<file path="src/rtl/strobed_cfg_pkg.sv">
package strobed_cfg_pkg;

  // Field record; member order follows the bit position the serial stream assigns.
  typedef struct packed {
    logic       sleep;
    logic       test;
    logic       mode_pol;
    logic       range_pol;
    logic       phase_pol;
    logic       en_pol;
    logic       ext_decay;
    logic       rect_en;
    logic       rect_mode;
    logic [3:0] fast;
    logic [4:0] off;
    logic [1:0] blank;
  } cfg_word_t;

  localparam int WORD_W = $bits(cfg_word_t);
  localparam int CNT_W  = $clog2(WORD_W + 2);

  // 1 when an external pin agrees with its polarity bit.
  function automatic logic pol_match(input logic pin, input logic pol);
    return ~(pin ^ pol);
  endfunction

  // Saturating increment for the frame edge counter.
  function automatic logic [CNT_W-1:0] sat_inc(input logic [CNT_W-1:0] cnt,
                                              input logic [CNT_W-1:0] limit);
    return (cnt >= limit) ? limit : cnt + 1'b1;
  endfunction

endpackage

</file>
<file path="src/rtl/scfg_sync.sv">
module scfg_sync #(
  parameter int              WIDTH     = 3,
  parameter int              STAGES    = 2,
  parameter logic [WIDTH-1:0] RESET_VAL = '0
) (
  input  logic             clk,
  input  logic             rst,
  input  logic [WIDTH-1:0] d,
  output logic [WIDTH-1:0] q
);

  generate
    if (STAGES <= 1) begin : g_single
      logic [WIDTH-1:0] r;
      always_ff @(posedge clk or posedge rst) begin
        if (rst) r <= RESET_VAL;
        else     r <= d;
      end
      assign q = r;
    end else begin : g_chain
      localparam int CW = STAGES * WIDTH;
      logic [CW-1:0] chain;
      always_ff @(posedge clk or posedge rst) begin
        if (rst) chain <= {STAGES{RESET_VAL}};
        else     chain <= {chain[CW-WIDTH-1:0], d};
      end
      assign q = chain[CW-1 -: WIDTH];
    end
  endgenerate

endmodule

</file>
<file path="src/rtl/scfg_shifter.sv">
module scfg_shifter
  import strobed_cfg_pkg::*;
(
  input  logic              clk,
  input  logic              rst,
  input  logic              sclk_s,
  input  logic              sdat_s,
  input  logic              stb_s,
  output logic [WORD_W-1:0] shift_word,
  output logic [CNT_W-1:0]  edge_cnt,
  output logic              stb_rise,
  output logic              word_load,
  output logic              word_drop
);

  localparam logic [CNT_W-1:0] CNT_FULL = CNT_W'(WORD_W);
  localparam logic [CNT_W-1:0] CNT_SAT  = CNT_W'(WORD_W + 1);

  logic sclk_q, stb_q;
  logic sclk_rise, stb_fall, shift_en;

  assign sclk_rise = sclk_s & ~sclk_q;
  assign stb_fall  = ~stb_s & stb_q;
  assign stb_rise  = stb_s & ~stb_q;
  assign shift_en  = sclk_rise & ~stb_s;

  assign word_load = stb_rise & (edge_cnt == CNT_FULL);
  assign word_drop = stb_rise & (edge_cnt != CNT_FULL);

  always_ff @(posedge clk or posedge rst) begin
    if (rst) begin
      sclk_q <= 1'b0;
      stb_q  <= 1'b1;
    end else begin
      sclk_q <= sclk_s;
      stb_q  <= stb_s;
    end
  end

  always_ff @(posedge clk or posedge rst) begin
    if (rst)           shift_word <= '0;
    else if (shift_en) shift_word <= {shift_word[WORD_W-2:0], sdat_s};
  end

  always_ff @(posedge clk or posedge rst) begin
    if (rst)           edge_cnt <= '0;
    else if (stb_fall) edge_cnt <= shift_en ? CNT_W'(1) : '0;
    else if (shift_en) edge_cnt <= sat_inc(edge_cnt, CNT_SAT);
  end

endmodule

</file>
<file path="src/rtl/scfg_holder.sv">
module scfg_holder
  import strobed_cfg_pkg::*;
(
  input  logic              clk,
  input  logic              rst,
  input  logic              load,
  input  logic [WORD_W-1:0] word_in,
  output cfg_word_t         held
);

  always_ff @(posedge clk or posedge rst) begin
    if (rst)       held <= '0;
    else if (load) held <= cfg_word_t'(word_in);
  end

endmodule

</file>
<file path="src/rtl/strobed_cfg_reg.sv">
module strobed_cfg_reg
  import strobed_cfg_pkg::*;
#(
  parameter int SYNC_STAGES = 2
) (
  input  logic       clk,
  input  logic       uvlo,
  input  logic       ser_clk,
  input  logic       ser_data,
  input  logic       ser_strobe,
  input  logic       range_pin,
  input  logic       mode_pin,
  input  logic       phase_pin,
  input  logic       enable_pin,
  output logic [1:0] blank_sel,
  output logic [4:0] off_count,
  output logic [3:0] fast_count,
  output logic       rect_active,
  output logic       rect_on,
  output logic       ext_slow,
  output logic       test_bit,
  output logic       sleep_req,
  output logic       chop,
  output logic       forward,
  output logic       div10,
  output logic       mixed_decay
);

  logic [2:0]        ser_s;
  logic              stb_s, sclk_s, sdat_s;
  logic [WORD_W-1:0] shift_word;
  logic [CNT_W-1:0]  edge_cnt;
  logic              stb_rise, word_load, word_drop;
  cfg_word_t         held_word;

  scfg_sync #(.WIDTH(3), .STAGES(SYNC_STAGES), .RESET_VAL(3'b100)) u_sync (
    .clk (clk),
    .rst (uvlo),
    .d   ({ser_strobe, ser_clk, ser_data}),
    .q   (ser_s)
  );

  assign {stb_s, sclk_s, sdat_s} = ser_s;

  scfg_shifter u_shift (
    .clk        (clk),
    .rst        (uvlo),
    .sclk_s     (sclk_s),
    .sdat_s     (sdat_s),
    .stb_s      (stb_s),
    .shift_word (shift_word),
    .edge_cnt   (edge_cnt),
    .stb_rise   (stb_rise),
    .word_load  (word_load),
    .word_drop  (word_drop)
  );

  scfg_holder u_hold (
    .clk     (clk),
    .rst     (uvlo),
    .load    (word_load),
    .word_in (shift_word),
    .held    (held_word)
  );

  assign blank_sel   = held_word.blank;
  assign off_count   = held_word.off;
  assign fast_count  = held_word.fast;
  assign rect_active = held_word.rect_mode;
  assign rect_on     = held_word.rect_en;
  assign ext_slow    = held_word.ext_decay;
  assign test_bit    = held_word.test;
  assign sleep_req   = held_word.sleep;

  assign chop        =  pol_match(enable_pin, held_word.en_pol);
  assign forward     = ~pol_match(phase_pin,  held_word.phase_pol);
  assign div10       =  pol_match(range_pin,  held_word.range_pol);
  assign mixed_decay = ~pol_match(mode_pin,   held_word.mode_pol);

endmodule

</file>
<file path="config.mk">
export PLATFORM = sky130hd
export DESIGN_NAME = strobed_cfg_reg
export DESIGN_NICKNAME = d
export VERILOG_FILES = /design/src/rtl/strobed_cfg_pkg.sv /design/src/rtl/scfg_sync.sv /design/src/rtl/scfg_shifter.sv /design/src/rtl/scfg_holder.sv /design/src/rtl/strobed_cfg_reg.sv
export SDC_FILE = /design/constraint.sdc
export NUM_CORES = 1
export LEC_CHECK = 0
export BUFFER_PORTS_ARGS = -buffer_cell sky130_fd_sc_hd__buf_4
export CAP_MARGIN = 5
export CELL_PAD_IN_SITES_DETAIL_PLACEMENT = 1
export CELL_PAD_IN_SITES_GLOBAL_PLACEMENT = 2
export CORE_MARGIN = 5
export CORE_UTILIZATION = 38
export CTS_CLUSTER_DIAMETER = 100
export DETAILED_ROUTE_END_ITERATION = 10
export PLACE_DENSITY = 0.83
export SLEW_MARGIN = 20
export SYNTH_ARGS = -nofsm -noshare
export SYNTH_HDL_FRONTEND = slang
export SYNTH_SLANG_ARGS = --single-unit
</file>
<file path="constraint.sdc">
create_clock -name clk -period 2 [get_ports clk]
set_clock_uncertainty 0.15 [all_clocks]
set_input_delay 0.2 -clock clk [delete_from_list [all_inputs] [get_ports clk]]
set_output_delay 0.2 -clock clk [all_outputs]
set_load 0.02 [all_outputs]
</file>
## After elaboration in Yosys (flattened, before gate mapping)

Cells that the tools add are included.

| storage, ports and cells | value |
|---|---|
| flip-flop bits (word level) | 53 |
| input port bits | 9 |
| output and inout port bits | 20 |

| operators by class | value |
|---|---|
| add/subtract/negate cells | 1 |
| order comparisons | 1 |
| eq/ne operators | 1 |
| muxes and demuxes | 4 |
| bitwise logic cells | 14 |
| reductions and logical operators | 1 |

Operators by type and width:

| kind | number |
|---|---|
| $mux W5 | 3 |
| $add A5 B1 Y5 const B | 1 |
| $and A1 B1 Y1 | 5 |
| $eq A5 B5 Y1 const B | 1 |
| $ge A5 B5 Y1 const B | 1 |
| $not A1 Y1 | 5 |
| $xor A1 B1 Y1 | 4 |
| $reduce_bool A2 Y1 | 1 |
| $mux W1 | 1 |

## Logic depth before layout (Yosys ltp)

Gate-level depths: netlist of the first run.

| depth | value |
|---|---|
| word-level depth | 5 |
| gate-level depth with buffers | 6 |

## Hierarchy

From an unflattened synthesis of the first run, not the netlist that was laid out.

| second synthesis, totals | value |
|---|---|
| cell total of the unflattened synthesis | 143 |
| area total of the unflattened synthesis | 2212.1 um2 |

Modules (own cells, without submodules):

| module | instances | cells each | area an instance (um2) | sequential area each (um2) |
|---|---|---|---|---|
| scfg_shifter | 1 | 86 | 1171.1 | 676.9 |
| scfg_holder | 1 | 43 | 827.0 | 500.5 |
| scfg_sync | 1 | 10 | 178.9 | 152.6 |
| strobed_cfg_reg | 1 | 4 | 35.0 | 0.0 |

## Worst setup path before layout of the first run

OpenSTA, ideal clock, no wires.

| timing path | value |
|---|---|
| path kind | register to register |
| from | register u_shift.edge_cnt[0] |
| to | register u_hold.held[0] (netlist name) |
| setup time | 0.125 ns |
| arrival | 1.389 ns |
| data required time | 1.725 ns |
| slack | 0.336 ns |
| stages on the path, launching flop included | 7 |
| path buffers | 1 |
| cells stage by stage | dfrtp_1 > inv_1 > ha_1 > nand4b_1 > nor3_2 > buf_6 > mux2_4 |

| on the way | value |
|---|---|
| word-level cells in the longest chain between the ends | 2 |

Ends and longest elaborated chain:

| what | RTL line | text |
|---|---|---|
| from (decl) | scfg_shifter.sv:10 | `output logic [CNT_W-1:0] edge_cnt,` |
| from (signal assigned) | scfg_shifter.sv:47 | `else if (stb_fall) edge_cnt <= shift_en ? CNT_W'(1) : '0;` |
| from (signal assigned) | scfg_shifter.sv:48 | `else if (shift_en) edge_cnt <= sat_inc(edge_cnt, CNT_SAT);` |
| $eq A5 B5 Y1 | scfg_shifter.sv:27 | `assign word_load = stb_rise & (edge_cnt == CNT_FULL);` |
| $and A1 B1 Y1 | scfg_shifter.sv:27 |  |
| to (signal assigned) | scfg_holder.sv:13 | `else if (load) held <= cfg_word_t'(word_in);` |
| to (decl) | scfg_holder.sv:8 | `output cfg_word_t held` |

No other way between the ends.
A chain may end at the register's enable or synchronous reset.

## Worst setup path after layout of the first run

| timing path | value |
|---|---|
| from | register u_shift.edge_cnt[0] |
| to | register u_hold.held[17] (netlist name) |

The elaborated chain is that of the path after synthesis.

==> results of run 1 <==
[state kept, by name, indices dropped and copies added (netlist names)]
register,flops
u_hold.held,20
u_shift.shift_word,20
u_sync.g_chain.chain,6
u_shift.edge_cnt,5
u_shift.sclk_q,1
u_shift.stb_q,1
[power by group through the flow]
stage	Sequential, mW	Clock (mW)	Combinational [mW]
global route	1.18	0.824	0.157
detailed placement	1.20	0	0.133
finish	1.17	0.743	0.135
global placement	1.19	0	0.128
floorplan	1.18	0	0.0848
CTS	1.17	0.765	0.140
[worst reg2reg max path, delay by kind of cell (launching register included)]
family | cells | cell delay [ns]
buf+inv | 2 | 0.35
flops | 1 | 0.45
mux | 1 | 0.33
fa+ha+maj | 1 | 0.14
simple gates | 2 | 0.30
[cell type report]
class,instances,area share
multi-input cells,112,0.2916
inverters,5,0.007065
clock buffers,7,0.03250
well taps,75,0.03533
clock inverters,1,0.01130
flip-flops and latches,53,0.5007
repair buffers,40,0.1215
[path summary, 6_finish.rpt]
kind | start | endpoint | slack [ns] | cells past startpoint
max | u_shift.edge_cnt[0]$_DFFE_PP0P_ | u_hold.held[17]$_DFFE_PP0P_ | 0.15 | 6
min | u_sync.g_chain.chain[1]$_DFF_PP0_ | u_sync.g_chain.chain[4]$_DFF_PP0_ | 0.20 | 0
max reg2reg | u_shift.edge_cnt[0]$_DFFE_PP0P_ | u_hold.held[17]$_DFFE_PP0P_ | 0.15 | 6
min reg2reg | u_sync.g_chain.chain[1]$_DFF_PP0_ | u_sync.g_chain.chain[4]$_DFF_PP0_ | 0.20 | 0
max in group asynchronous | uvlo | u_shift.stb_q$_DFF_PP1_ | 0.89 | 4
min in group asynchronous | uvlo | u_sync.g_chain.chain[0]$_DFF_PP0_ | 0.25 | 3
[kinds of logic (layout without fill, tap and decap cells)]
family | Yosys count | after routing
AOI/OAI and AO/OA | 11 | 11
DFF | 53 | 53
and+or+nand+nor | 74 | 74
buffers and inverters | 23 | 53
adders and majority gates | 3 | 3
xor gates and xnor gates | 4 | 4
muxes | 20 | 20
[layout by cell type, fill, tap and decap left out, types with 3 or more instances in the layout]
cell type and n:
mux2_4 20, dlygate4sd3_1 4, nand2_1 63, dfrtp_1 50, o21ai_1 5, a21oi_1 3
inv_1 3, buf_4 35, clkbuf_8 6, dfstp_2 3, ha_1 3
[per-layer routing]
layer,track usage,part of all wire
met5,0,0
met4,0.02975,0.0088
met1,0.1588,0.46
met2,0.2070,0.47
met3,0.04352,0.056
==> flow_summary.yaml, run 1 <==
run_status:
  outcome: "completed"
timing:
  fin_crit_ns: 1.848
  period_share: 0.9240
  slew_headroom: 0.7204
  tightest_slew_ns: 0.4195
  fin_ws_ns: 0.1519
  drv_slew: 0
  rsz0062_at_grt: "false"
  hold_violations: 0
  max_freq_mhz: 541.1
  finalSetupViolCount: 0
  whs_ns: 0.2042
  fin_setup_tns_ns: 0
synthesis:
  synthSimpleGateAreaFrac: 0.1425
  yosysTopAreaCell: "dfrtp_1"
  synth_nets: 200
  synthDistinctLibCells: 27
  synth_edf_count: 0
  synth.most_common_cell: "nand2_1"
  synth_warnings: 0
  synth_commonest_cells: "63 x nand2_1, 50 x dfrtp_1, 20 x mux2_4"
  synth_area_leaders: "dfrtp_1 56%, mux2_4 13%, nand2_1 11%, buf_4 3.7%, dfstp_2 3.5%"
  synthMuxAreaShare: 0.1336
  yosys_most_used_dff: "dfrtp_1"
  synthXorXnorAreaFrac: 0.01559
  synth_compound_area_frac: 0.03341
  async_flop_share: 1.000
  yosysTopAreaCellShare: 0.5568
  ys_seq_area_frac: 0.5919
  ys_seq_elements: 53
  avgSynthCellArea_um2: 11.95
  syn-cell-area_um2: 2247
  synth_fa_ha_area_frac: 0.01670
  synth_top_family_by_area: "simple AND/OR/NAND/NOR gates"
  syn_inst: 188
die:
  die-area_um2: 7552
  ios: 29
  die_w_um: 86.90
  fp-row-count: 28
  start_util: 0.3841
  dieHeight_um: 86.90
  core-area_um2: 5851
detailed_routing:
  vias: 1389
  first_iter_violations: 75
  vias_per_cell: 4.741
  routed_wl_um: 4214
  firstDrtPassIters: 4
  ant_nets: 0
  drc: 0
  routedWlPerCell_um: 14.38
critical_path:
  critical_path_class: "flop to flop"
  worstSetupStartpointType: "flop"
  slowest_delay_ns: 0.45
  critical-path-top-delay-family: "flip-flops"
  crit_buf_inv: 2
  cpMaxStageDelayCell: "dfrtp_1"
  path_cells: "inv_1 > ha_1 > nand4b_1 > nor3_4 > buf_4 > mux2_4"
  required_ns: 2.04
  cp-end-kind: "flop"
  arrival_ns: 1.88
  critPathMaxFanout: 11
final_layout:
  multi_input_area_um2: 774.5
  final_layout_size_suffix_gt1_frac: 0.3257
  area_growth_pct: 18.21
  nFillCells: 623
  fin_cells: 293
  antenna_cells: 0
  final_area_um2: 2656
  final_nets: 229
  final_util: 0.4540
  seq_area_um2: 1330
power_and_ir_drop:
  leakagePower_nw: 1.371
  p_comb_frac: 0.066
  power.internal_mw: 1.594
  vdd_ir_drop_max_v: 0.0003285
  clkPwrFrac: 0.363
  p_sw_mw: 0.4574
  p_seq_frac: 0.572
  p_per_area_nw_per_um2: 772.1
  p_sw_frac: 0.2230
  p_total_mw: 2.051
placed_design:
  port-buffer-count: 28
  gp_congestion: 0.7888
  place_area_um2: 2500
  dp.cells: 281
  dp_hpwl_um: 3043
  place_ws_ns: 0.1575
cts:
  path_clk_slew_ns: 0.09
  cts_root_buffer: "clkbuf_8"
  cts_tree: "done"
  cts.sinks: 53
  post-cts-setup-buffers: 0
  cts_resized: 0
  hold_buffers: 4
  cts_max_level: 2
  cts_buffer_depth: 2
  clkLatencyLatePin_ns: 0.30
  cts_buffers: 5
global_routing:
  grt_pass1_wl_um: 7383
  grt_pass1_vias: 1497
  grt_overflow: 0
  grt_use_total: 0.1257
  antenna_found_initial: 0
  grt_max_degree: 42
run:
  max_cap_viol_count: 0
hold_path:
  hp-class: "flop to flop"
Power figures use the tool's default switching activity.
==> run 2, diff against run 1 <==
Settings changed: CORE_MARGIN 5 to 2.
==> run 2 against run 1 <==
  * Combinational power about the same
  * Clock-buffer cell count unchanged
  * Utilization decreased by 0.16 points
  * Die area decreased by 13%
  * Fmax decreased by 0.39%
  * Sequential power about the same
  * Via count decreased by 1.9%
  * Non-clock buffer count decreased by 2
  * Highest routed layer unchanged
  * Hold slack improved by 0.0017 ns
==> flow_summary.yaml, run 2 (synthesis results as in run 1) <==
cts:
  cts_root_buffer: "clkbuf_8"
  cts_buffers: 5
  cts_resized: 0
  path_clk_slew_ns: 0.09
  post-cts-setup-buffers: 0
  cts_max_level: 2
  clkLatencyLatePin_ns: 0.30
  cts_buffer_depth: 2
  cts.sinks: 53
  hold_buffers: 4
  cts_tree: "done"
critical_path:
  critical-path-top-delay-family: "flip-flops"
  required_ns: 2.03
  reg2reg_to: "u_hold.held[4]$_DFFE_PP0P_"
  rr_worst_depth: 6
  reg2reg_slack_ns: 0.14
  crit_buf_inv: 2
  cpMaxStageDelayCell: "dfrtp_1"
  critPathMaxFanout: 20
  arrival_ns: 1.89
  cp-end-kind: "flop"
  path_cells: "inv_1 > ha_1 > nand4b_1 > nor3_4 > buf_12 > mux2_4"
  worstSetupStartpointType: "flop"
  reg2reg_from: "u_shift.edge_cnt[0]$_DFFE_PP0P_"
  critical_path_class: "flop to flop"
  slowest_delay_ns: 0.46
final_layout:
  multi_input_area_um2: 774.5
  seq_area_um2: 1330
  final_area_um2: 2631
  final_util: 0.4525
  nFillCells: 657
  layout_common_cells: "63 x nand2_1, 50 x dfrtp_1, 32 x buf_4"
  fin_cells: 291
  final_layout_size_suffix_gt1_frac: 0.3194
  area_growth_pct: 17.09
  final_nets: 227
  largestRegisters: "u_hold.held: 20 flops, u_shift.shift_word: 20 flops, u_sync.g_chain.chain: 6 flops"
  antenna_cells: 0
  final_common_cell: "nand2_1"
placed_design:
  place_ws_ns: 0.1569
  dp.cells: 279
  gp_congestion: 0.7165
  dp_hpwl_um: 2691
  place_area_um2: 2497
  port-buffer-count: 28
detailed_routing:
  routedWlPerCell_um: 13.93
  drc: 0
  routed_wl_um: 4054
  ant_nets: 0
  vias_per_cell: 4.680
  vias: 1362
  first_iter_violations: 55
  firstDrtPassIters: 2
timing:
  tightest_slew_ns: 0.3947
  hold_violations: 0
  slew_headroom: 0.7357
  whs_ns: 0.2059
  fin_setup_tns_ns: 0
  rsz0062_at_grt: "false"
  drv_slew: 0
  max_freq_mhz: 539.0
  finalSetupViolCount: 0
  fin_ws_ns: 0.1447
  period_share: 0.9277
  fin_crit_ns: 1.855
die:
  die-area_um2: 6545
  ios: 29
  die_w_um: 80.90
  dieHeight_um: 80.90
  fp-row-count: 28
  start_util: 0.3864
  core-area_um2: 5816
global_routing:
  grt_pass1_wl_um: 6893
  grt_use_total: 0.1374
  grt_pass1_vias: 1394
  grt_max_degree: 54
  grt_overflow: 0
  antenna_found_initial: 0
run:
  max_cap_viol_count: 0
hold_path:
  hold_end: "u_sync.g_chain.chain[3]$_DFF_PP0_"
  holdCritStartpoint: "u_sync.g_chain.chain[0]$_DFF_PP0_"
  min_delay_path_depth: 0
  hp-class: "flop to flop"
power_and_ir_drop:
  vdd_ir_drop_max_v: 0.0003089
  p_per_area_nw_per_um2: 735.1
  p_total_mw: 1.934
  leakagePower_nw: 1.349
run_status:
  outcome: "completed"
[run 2: changes by cell type in the layout (fill, tap and decap cells not counted)]
cell        change
clkinvlp_4      +1
buf_12          +1
buf_4           -3
bufinv_16       -1
[run 2: worst max path at each step]
stage | start | endpoint | slack [ns] | cells past startpoint
after global placement | u_shift.edge_cnt[1]$_DFFE_PP0P_ | u_hold.held[18]$_DFFE_PP0P_ | 0.24 | 6
after global routing | u_shift.edge_cnt[1]$_DFFE_PP0P_ | u_hold.held[4]$_DFFE_PP0P_ | 0.08 | 6
after CTS | u_shift.edge_cnt[0]$_DFFE_PP0P_ | u_hold.held[4]$_DFFE_PP0P_ | 0.13 | 6
final | u_shift.edge_cnt[0]$_DFFE_PP0P_ | u_hold.held[4]$_DFFE_PP0P_ | 0.14 | 6
after floorplan | u_shift.edge_cnt[0]$_DFFE_PP0P_ | u_hold.held[0]$_DFFE_PP0P_ | 0.34 | 6
after detailed placement | u_shift.edge_cnt[0]$_DFFE_PP0P_ | u_hold.held[12]$_DFFE_PP0P_ | 0.16 | 6
[run 2: layer usage]
metal / vias up / global-route usage / part of all wire
met5: - / 0 / 0
li1: 647 / - / -
met2: 25 / 0.2231 / 0.46
met4: 0 / 0.04068 / 0.0089
met3: 4 / 0.03111 / 0.034
met1: 686 / 0.1845 / 0.49
[run 2: worst reg2reg max path, delay by kind of cell, from the launching register on]
family | cells | cell delay [ns]
adder cells (fa/ha/maj) | 1 | 0.14
flip-flops | 1 | 0.46
buffers and inverters | 2 | 0.32
multiplexers | 1 | 0.32
AND/OR/NAND/NOR | 2 | 0.36
[run 2: power by group]
group          switching (mW)  internal, mW  total, mW  leakage [nW]
registers              0.0478          1.13       1.17         0.711
clock network           0.344         0.282      0.626        0.0445
logic                  0.0749        0.0587      0.134         0.593
total                   0.467          1.47       1.93          1.35
[run 2: final cells by class]
type                       count  share of cell area
inverter                       5            0.007133
multi-input combinational    112              0.2943
timing repair buffer          38              0.1217
clock inverter                 1            0.002853
tap                           75             0.03566
sequential                    53              0.5055
clock buffer                   7             0.03281
